## src/rtl/gpr_pkg.sv

```systemverilog
package gpr_pkg;

    localparam int XLEN = 64;

    typedef enum logic [1:0] {
        W_BYTE  = 2'd0,
        W_WORD  = 2'd1,
        W_DWORD = 2'd2,
        W_QWORD = 2'd3
    } width_e;

    // Bits of an entry that an access of width w covers
    function automatic logic [XLEN-1:0] field_mask(input width_e w);
        logic [XLEN-1:0] m;
        unique case (w)
            W_BYTE:  m = {{(XLEN-8){1'b0}},  {8{1'b1}}};
            W_WORD:  m = {{(XLEN-16){1'b0}}, {16{1'b1}}};
            W_DWORD: m = {{(XLEN/2){1'b0}},  {(XLEN/2){1'b1}}};
            W_QWORD: m = {XLEN{1'b1}};
            default: m = '0;
        endcase
        return m;
    endfunction

endpackage

```

## src/rtl/gpr_access_check.sv

```systemverilog
module gpr_access_check
    import gpr_pkg::*;
#(
    parameter int NUM_REGS    = 16,
    parameter int LEGACY_REGS = 8,
    localparam int IDX_W      = $clog2(NUM_REGS)
) (
    input  logic             en,
    input  logic [IDX_W-1:0] idx,
    input  width_e           width,
    input  logic             long_mode,
    input  logic             ext_pfx,
    output logic             legal,
    output logic             fault
);
    localparam logic [IDX_W:0] LEGACY_LIMIT = (IDX_W+1)'(LEGACY_REGS);

    logic wide_ok;
    logic idx_ok;
    logic width_ok;

    // The prefix opens the upper entries and the full width, but only in 64-bit mode
    assign wide_ok  = long_mode && ext_pfx;
    assign idx_ok   = ({1'b0, idx} < LEGACY_LIMIT) || wide_ok;
    assign width_ok = (width != W_QWORD) || wide_ok;
    assign legal    = idx_ok && width_ok;
    assign fault    = en && !legal;
endmodule

```

## src/rtl/gpr_read_port.sv

```systemverilog
module gpr_read_port
    import gpr_pkg::*;
#(
    parameter int NUM_REGS = 16,
    localparam int IDX_W   = $clog2(NUM_REGS)
) (
    input  logic [XLEN-1:0]  regs_i [NUM_REGS],
    input  logic             en,
    input  logic             legal,
    input  logic [IDX_W-1:0] idx,
    input  width_e           width,
    output logic [XLEN-1:0]  data
);
    always_comb begin
        if (en && legal) begin
            data = regs_i[idx] & field_mask(width);
        end else begin
            data = '0;
        end
    end
endmodule

```

## src/rtl/gpr_write_merge.sv

```systemverilog
module gpr_write_merge
    import gpr_pkg::*;
(
    input  logic [XLEN-1:0] old_val,
    input  logic [XLEN-1:0] new_val,
    input  width_e          width,
    input  logic            long_mode,
    output logic [XLEN-1:0] merged
);
    always_comb begin
        unique case (width)
            W_BYTE:  merged = {old_val[XLEN-1:8],  new_val[7:0]};
            W_WORD:  merged = {old_val[XLEN-1:16], new_val[15:0]};
            W_DWORD: merged = long_mode ? {{(XLEN/2){1'b0}}, new_val[XLEN/2-1:0]}
                                        : {old_val[XLEN-1:XLEN/2], new_val[XLEN/2-1:0]};
            W_QWORD: merged = new_val;
            default: merged = old_val;
        endcase
    end
endmodule

```

## src/rtl/gpr_file.sv

```systemverilog
module gpr_file
    import gpr_pkg::*;
#(
    parameter int NUM_REGS    = 16,
    parameter int LEGACY_REGS = 8,
    localparam int IDX_W      = $clog2(NUM_REGS)
) (
    input  logic             clk,
    input  logic             rst_n,
    input  logic             long_mode,
    input  logic             ext_pfx,
    input  logic             rd0_en,
    input  logic [IDX_W-1:0] rd0_idx,
    input  logic [1:0]       rd0_width,
    output logic [XLEN-1:0]  rd0_data,
    input  logic             rd1_en,
    input  logic [IDX_W-1:0] rd1_idx,
    input  logic [1:0]       rd1_width,
    output logic [XLEN-1:0]  rd1_data,
    input  logic             wr_en,
    input  logic [IDX_W-1:0] wr_idx,
    input  logic [1:0]       wr_width,
    input  logic [XLEN-1:0]  wr_data,
    output logic             illegal
);
    logic [XLEN-1:0] regs_q [NUM_REGS];
    logic [XLEN-1:0] wr_merged;
    logic            rd0_legal, rd0_fault;
    logic            rd1_legal, rd1_fault;
    logic            wr_legal,  wr_fault;
    logic            wr_commit;
    width_e          rd0_w, rd1_w, wr_w;

    assign rd0_w = width_e'(rd0_width);
    assign rd1_w = width_e'(rd1_width);
    assign wr_w  = width_e'(wr_width);

    gpr_access_check #(.NUM_REGS(NUM_REGS), .LEGACY_REGS(LEGACY_REGS)) u_chk_rd0 (
        .en(rd0_en), .idx(rd0_idx), .width(rd0_w), .long_mode(long_mode),
        .ext_pfx(ext_pfx), .legal(rd0_legal), .fault(rd0_fault)
    );
    gpr_access_check #(.NUM_REGS(NUM_REGS), .LEGACY_REGS(LEGACY_REGS)) u_chk_rd1 (
        .en(rd1_en), .idx(rd1_idx), .width(rd1_w), .long_mode(long_mode),
        .ext_pfx(ext_pfx), .legal(rd1_legal), .fault(rd1_fault)
    );
    gpr_access_check #(.NUM_REGS(NUM_REGS), .LEGACY_REGS(LEGACY_REGS)) u_chk_wr (
        .en(wr_en), .idx(wr_idx), .width(wr_w), .long_mode(long_mode),
        .ext_pfx(ext_pfx), .legal(wr_legal), .fault(wr_fault)
    );

    assign illegal   = rd0_fault || rd1_fault || wr_fault;
    assign wr_commit = wr_en && wr_legal;

    gpr_write_merge u_merge (
        .old_val(regs_q[wr_idx]), .new_val(wr_data), .width(wr_w),
        .long_mode(long_mode), .merged(wr_merged)
    );

    // One storage process per entry; only the addressed entry loads
    for (genvar i = 0; i < NUM_REGS; i++) begin : g_entry
        always_ff @(posedge clk) begin
            if (!rst_n) begin
                regs_q[i] <= '0;
            end else if (wr_commit && (wr_idx == IDX_W'(i))) begin
                regs_q[i] <= wr_merged;
            end
        end
    end

    gpr_read_port #(.NUM_REGS(NUM_REGS)) u_rd0 (
        .regs_i(regs_q), .en(rd0_en), .legal(rd0_legal), .idx(rd0_idx),
        .width(rd0_w), .data(rd0_data)
    );
    gpr_read_port #(.NUM_REGS(NUM_REGS)) u_rd1 (
        .regs_i(regs_q), .en(rd1_en), .legal(rd1_legal), .idx(rd1_idx),
        .width(rd1_w), .data(rd1_data)
    );
endmodule

```

## config.mk

```make
export PLATFORM = sky130hd
export DESIGN_NAME = gpr_file
export DESIGN_NICKNAME = d
export VERILOG_FILES = /design/src/rtl/gpr_pkg.sv /design/src/rtl/gpr_access_check.sv /design/src/rtl/gpr_read_port.sv /design/src/rtl/gpr_write_merge.sv /design/src/rtl/gpr_file.sv
export SDC_FILE = /design/constraint.sdc
export NUM_CORES = 2
export LEC_CHECK = 0
export ABC_CLOCK_PERIOD_IN_PS = 2900
export BUFFER_PORTS_ARGS = -buffer_cell sky130_fd_sc_hd__buf_2
export CORE_MARGIN = 2
export CORE_UTILIZATION = 45
export DETAILED_ROUTE_END_ITERATION = 10
export SYNTH_ARGS = -nofsm -noshare
export SYNTH_HDL_FRONTEND = slang
export SYNTH_HIERARCHICAL = 1
export SYNTH_SLANG_ARGS = --single-unit
```

## constraint.sdc

```tcl
create_clock -name clk -period 2.9 [get_ports clk]
set_input_delay 0.29 -clock clk [delete_from_list [all_inputs] [get_ports clk]]
set_output_delay 0.29 -clock clk [all_outputs]
set_load 0.01 [all_outputs]
```

# Word level (Yosys, flattened, before mapping)
# Index checks and enable logic that the tools add are counted.
[classes]
order_cmp = 6
eq_ne = 27
mux = 17
n_bitwise = 5
reduce_logical = 41
[op_table]
columns = ["operator", "count"]
rows = [
  ["64-bit binary-select mux with 4-bit select", 3],
  ["64-bit case mux with 4 select lines", 3],
  ["64-bit two-way mux", 11],
  ["64-bit AND", 2],
  ["4-bit == test, second input constant", 8],
  ["1-bit logical AND", 26],
  ["4-bit by 3-bit == test with 1-bit output, second input constant", 4],
  ["5-bit greater-or-equal comparator, second input constant", 3],
  ["4-bit inverter with 5-bit output", 3],
  ["2-bit == test, second input constant", 6],
  ["4-bit < comparator, second input constant", 3],
  ["4-bit by 2-bit == test with 1-bit output, second input constant", 2],
  ["1-bit logical OR", 8],
  ["2-bit by 1-bit == test with 1-bit output, second input constant", 3],
  ["2-bit logical NOT", 3],
  ["2-bit inequality test, second input constant", 3],
  ["4-bit by 1-bit == test with 1-bit output, second input constant", 1],
  ["4-bit logical NOT", 1],
  ["1-bit logical NOT", 3],
]
[word_totals]
register_bits = 1024
input_bits = 89
out_inout_bits = 129
elab_cells = 112

# Longest topological paths before layout
[logic_depth]
depth_word = 7
ltp_mapped = 12
depth_no_buf = 6

# Hierarchy
# Netlist, hierarchy kept.
[by_module_without_submodules]
columns = ["mod", "instances", "cells_each", "area_per_inst_um2", "seq_area_each_um2"]
rows = [
  ["gpr_file", 1, 5349, 48890.6, 20499.7],
  ["gpr_read_port", 2, 701, 8385.5, 0.0],
  ["gpr_write_merge", 1, 76, 706.9, 0.0],
  ["gpr_access_check", 3, 4, 32.5, 0.0],
]

# Worst setup path before layout
# OpenSTA, ideal clock, no wires.
[synth_path]
path_type = "in2reg"
startpoint = "in wr_idx[0]"
endpoint = "reg regs_q[857] (netlist name)"
setup_time_ns = 0.124
arrival_time_ns = 2.293
t_required_ns = 2.776
slack_ns = 0.483
path_stages = 11
n_path_buf = 5
path_cell_list = "buf_4 > buf_6 > buf_2 > mux4_2 > a22oi_1 > nand2_1 > mux2_2 > clkbuf_1 > buf_1 > nand3_1 > a21boi_0"
[synth_between]
elab_chain_len = 5
word_cells_on_any_way = 11
cone_classes = "order compare: 1; eq/ne: 1; mux: 4; bitwise: 1; reduce/logical: 4"
[synth_lines]
columns = ["item", "line_no", "rtl"]
rows = [
  ["start: declaration", "gpr_file.sv:21", "input logic [IDX_W-1:0] wr_idx,"],
  ["4-bit inverter with 5-bit output (implied by the code)", "gpr_file.sv:55", ".old_val(regs_q[wr_idx]), .new_val(wr_data), .width(wr_w),"],
  ["64-bit binary-select mux with 4-bit select", "gpr_file.sv:55", ""],
  ["64-bit two-way mux (implied by the code) (2 in series)", "gpr_file.sv:55", ""],
  ["64-bit case mux with 4 select lines", "gpr_write_merge.sv:11", "unique case (width)"],
  ["via wr_merged[25]", "gpr_file.sv:27", "logic [XLEN-1:0] wr_merged;"],
  ["end signal: indexed assignment", "gpr_file.sv:65", "regs_q[i] <= wr_merged;"],
  ["end: declaration", "gpr_file.sv:26", "logic [XLEN-1:0] regs_q [NUM_REGS];"],
]
# The timed path passes the listed nets, and every way through them passes these cells. The select of a mux whose other input is x is not followed.
# A chain may end at the register's enable or synchronous reset.

# Final worst setup path
[layout_path]
startpoint = "in rd0_width[0]"
endpoint = "out rd0_data[39]"
[layout_between]
elab_chain_len = 5
word_cells_on_any_way = 12
cone_classes = "eq/ne: 4; mux: 3; bitwise: 1; reduce/logical: 4"
[layout_lines]
columns = ["item", "line_no", "rtl"]
rows = [
  ["start: declaration", "gpr_file.sv:14", "input logic [1:0] rd0_width,"],
  ["2-bit inequality test", "gpr_access_check.sv:25", "assign width_ok = (width != W_QWORD) || wide_ok;"],
  ["1-bit logical OR", "gpr_access_check.sv:25", ""],
  ["1-bit logical AND", "gpr_access_check.sv:26", "assign legal = idx_ok && width_ok;"],
  ["via rd0_legal", "gpr_file.sv:28", "logic rd0_legal, rd0_fault;"],
  ["1-bit logical AND", "gpr_read_port.sv:15", "if (en && legal) begin"],
  ["64-bit two-way mux", "gpr_read_port.sv:15", ""],
  ["end: declaration", "gpr_file.sv:15", "output logic [XLEN-1:0] rd0_data,"],
]
# The timed path passes the listed nets, and every way through them passes these cells. The select of a mux whose other input is x is not followed.

==> results.tsv <==
metric	value	unit
wl_per_cell	28.9	um
critPathMaxFanout	12	
fin_skew	0.0293	ns
ys_warn_count	6	
first_pass_iters	5	
clockPowerShare	46.9	%
core	0.145	mm2
drive_gt1_share	21.6	%
netlist_area	0.0656	mm2
cts_tree	done	
viasPerCell	6.99	
cts-root-buf	clkbuf_16	
status	finished with violations	
drc	0	
p_sw	9.58	mW
cts_max_path_buffers	3	
io_pins	218	
worstHoldEndpoint	regs_q[971]$_SDFFE_PN0P_	
hold_path.class	in -> reg	
max_slew_margin	26.2	%
rsz0062_at_grt	no	
vias	58976	
final_cells	8434	
cts.clk_slew.worst_paths	0.06	ns
end_kind	output port	
die-area	0.149	mm2
pwr-share-comb	12.2	%
crit_arrival	2.62	ns
cts_buffers	119	
die_h	386	um
critPathLaunchType	input pin	
cap_violations	0	
fin_ws	-0.00710	ns
grt_pass1_wl	367000	um
largest_reg_flops	1024	
reg2reg_depth	6	
tightest_slew	1.10	ns
regMostFlops	regs_q	
syn_nets	6872	
min_period	2.91	ns
power.leakage	23.6	nW
ant_nets	0	
finalHoldViolCount	0	
final-seq-area	0.0205	mm2
vdd_drop_max	0.000482	V
r2r-start	regs_q[1008]$_SDFFE_PN0P_	
row_count	140	
clock_sinks	1024	
start_util	45.2	%
fmax	344	MHz
gp_congestion	0.830	
p_sw_share	27.6	%
powerDensity	478	mW/mm2
dp.final_hpwl	136000	um
grt_max_degree	140	
top_regs	regs_q (1024)	
synthCells	6783	
crit_required	2.61	ns
violations	setup timing	
multiInputGateArea	0.0406	mm2
whs_path_depth	4	
regToRegSetupSlack	0.91	ns
final_nets	6503	
first_global_vias	57589	
grt_usage	31.9	%
grt_antenna_before_repair	6	
slew_viol_final	0	
drtIter0Drc	6609	
power	34.7	mW
nFillCells	13120	
postLayoutCoreUtil	50.0	%
power_frac_seq	40.9	%
io_buffers	217	
startpoint	rd0_width[0]	
worstSkewPairLatency	0.77	ns
synth.avg_cell_area	9.67	um2
area_growth	10.7	%
p_int	25.1	mW
finalSetupViolCount	1	
rr_endpoint	regs_q[560]$_SDFFE_PN0P_	
period_share	100	%
dp.cells	8201	
critPathKind	in -> out	
finalWirelength	244000	um
setup-tns-final	-0.00710	ns
die_w	386	um
overflow	0	
cts_htree_levels	3	
holdCritStartpoint	wr_data[11]	
cells in the final DEF, fill, tap and decap left out, types with 26 or more instances in the layout:
cell	instances
a21boi_0	882
a21boi_1	142
a21oi_1	34
a221oi_2	30
a22o_1	32
a22oi_1	212
buf_12	133
buf_2	208
buf_4	138
clkbuf_16	121
clkbuf_8	27
dfxtp_1	1024
mux2_2	26
mux2i_1	380
mux4_2	614
nand2_1	112
nand3_1	1058
o211ai_1	26
o21ai_0	1026
o21ai_1	30
o22ai_1	67
area by class of cell:
cell class / instances / area share [%]
flip-flops and latches: 1024 / 28.2
diodes: 1 / 0.00344
repair buffers: 495 / 6.79
well taps: 1917 / 3.30
clock inverters: 53 / 0.971
inverters: 11 / 0.0637
clock buffers: 170 / 4.79
multi-input cells: 4763 / 55.9
layer usage:
layer  track usage [%]  vias up  share of wire [%]
met5                 0        -             0.0049
met4              13.3        2                4.4
met3              6.27      630                9.8
met2              50.1     3252                 46
met1              43.1    29891                 40
li1                  -    25201                  -
critical path: stages:
cell     delay [ns]
buf_2          0.17
a21oi_2        0.19
a21o_1         0.19
and4_2         0.27
nand2_2        0.37
buf_4          0.40
o22ai_1        0.45
buf_2          0.23
timing repair:
| action | 4_1_cts | 5_1_grt |
|---|---|---|
| hold buffers | 9 | 0 |
| endpoints found under the hold margin | 165 | 0 |
| endpoints found under the setup margin | 0 | 6 |
| resized for setup | 0 | 4 |
| setup buffers | 0 | 0 |
worst max-delay path by stage:
stage,end,slack [ns],cells after the start
after detailed placement,rd0_data[35],0.05,9
after CTS,rd0_data[35],0.03,9
after global placement,rd0_data[35],0.12,8
after floorplan,regs_q[857]$_SDFFE_PN0P_,0.48,11
final,rd0_data[39],-0.007,8
after global routing,rd0_data[39],0.01,8
power by group through the flow:
stage / logic, mW / registers [mW] / clock network [mW]
3_3_place_gp: 4.11 / 14.5 / 0
3_5_place_dp: 4.12 / 14.5 / 0
6_report: 4.24 / 14.2 / 16.3
5_1_grt: 4.34 / 14.2 / 17.0
2_1_floorplan: 2.56 / 14.5 / 0
4_1_cts: 4.14 / 14.2 / 16.4
through the flow:
step | hold WS [ns] | cell area [um2] | setup slack (ns)
after floorplan | 0.459 | 65600 | 0.483
after global placement | 0.470 | 68300 | 0.116
after detailed placement | 0.480 | 68300 | 0.0489
after CTS | 0.195 | 72600 | 0.0266
after global routing | 0.243 | 72600 | 0.0109
final | 0.222 | 72600 | -0.00710
Power figures use the tool's default switching activity.
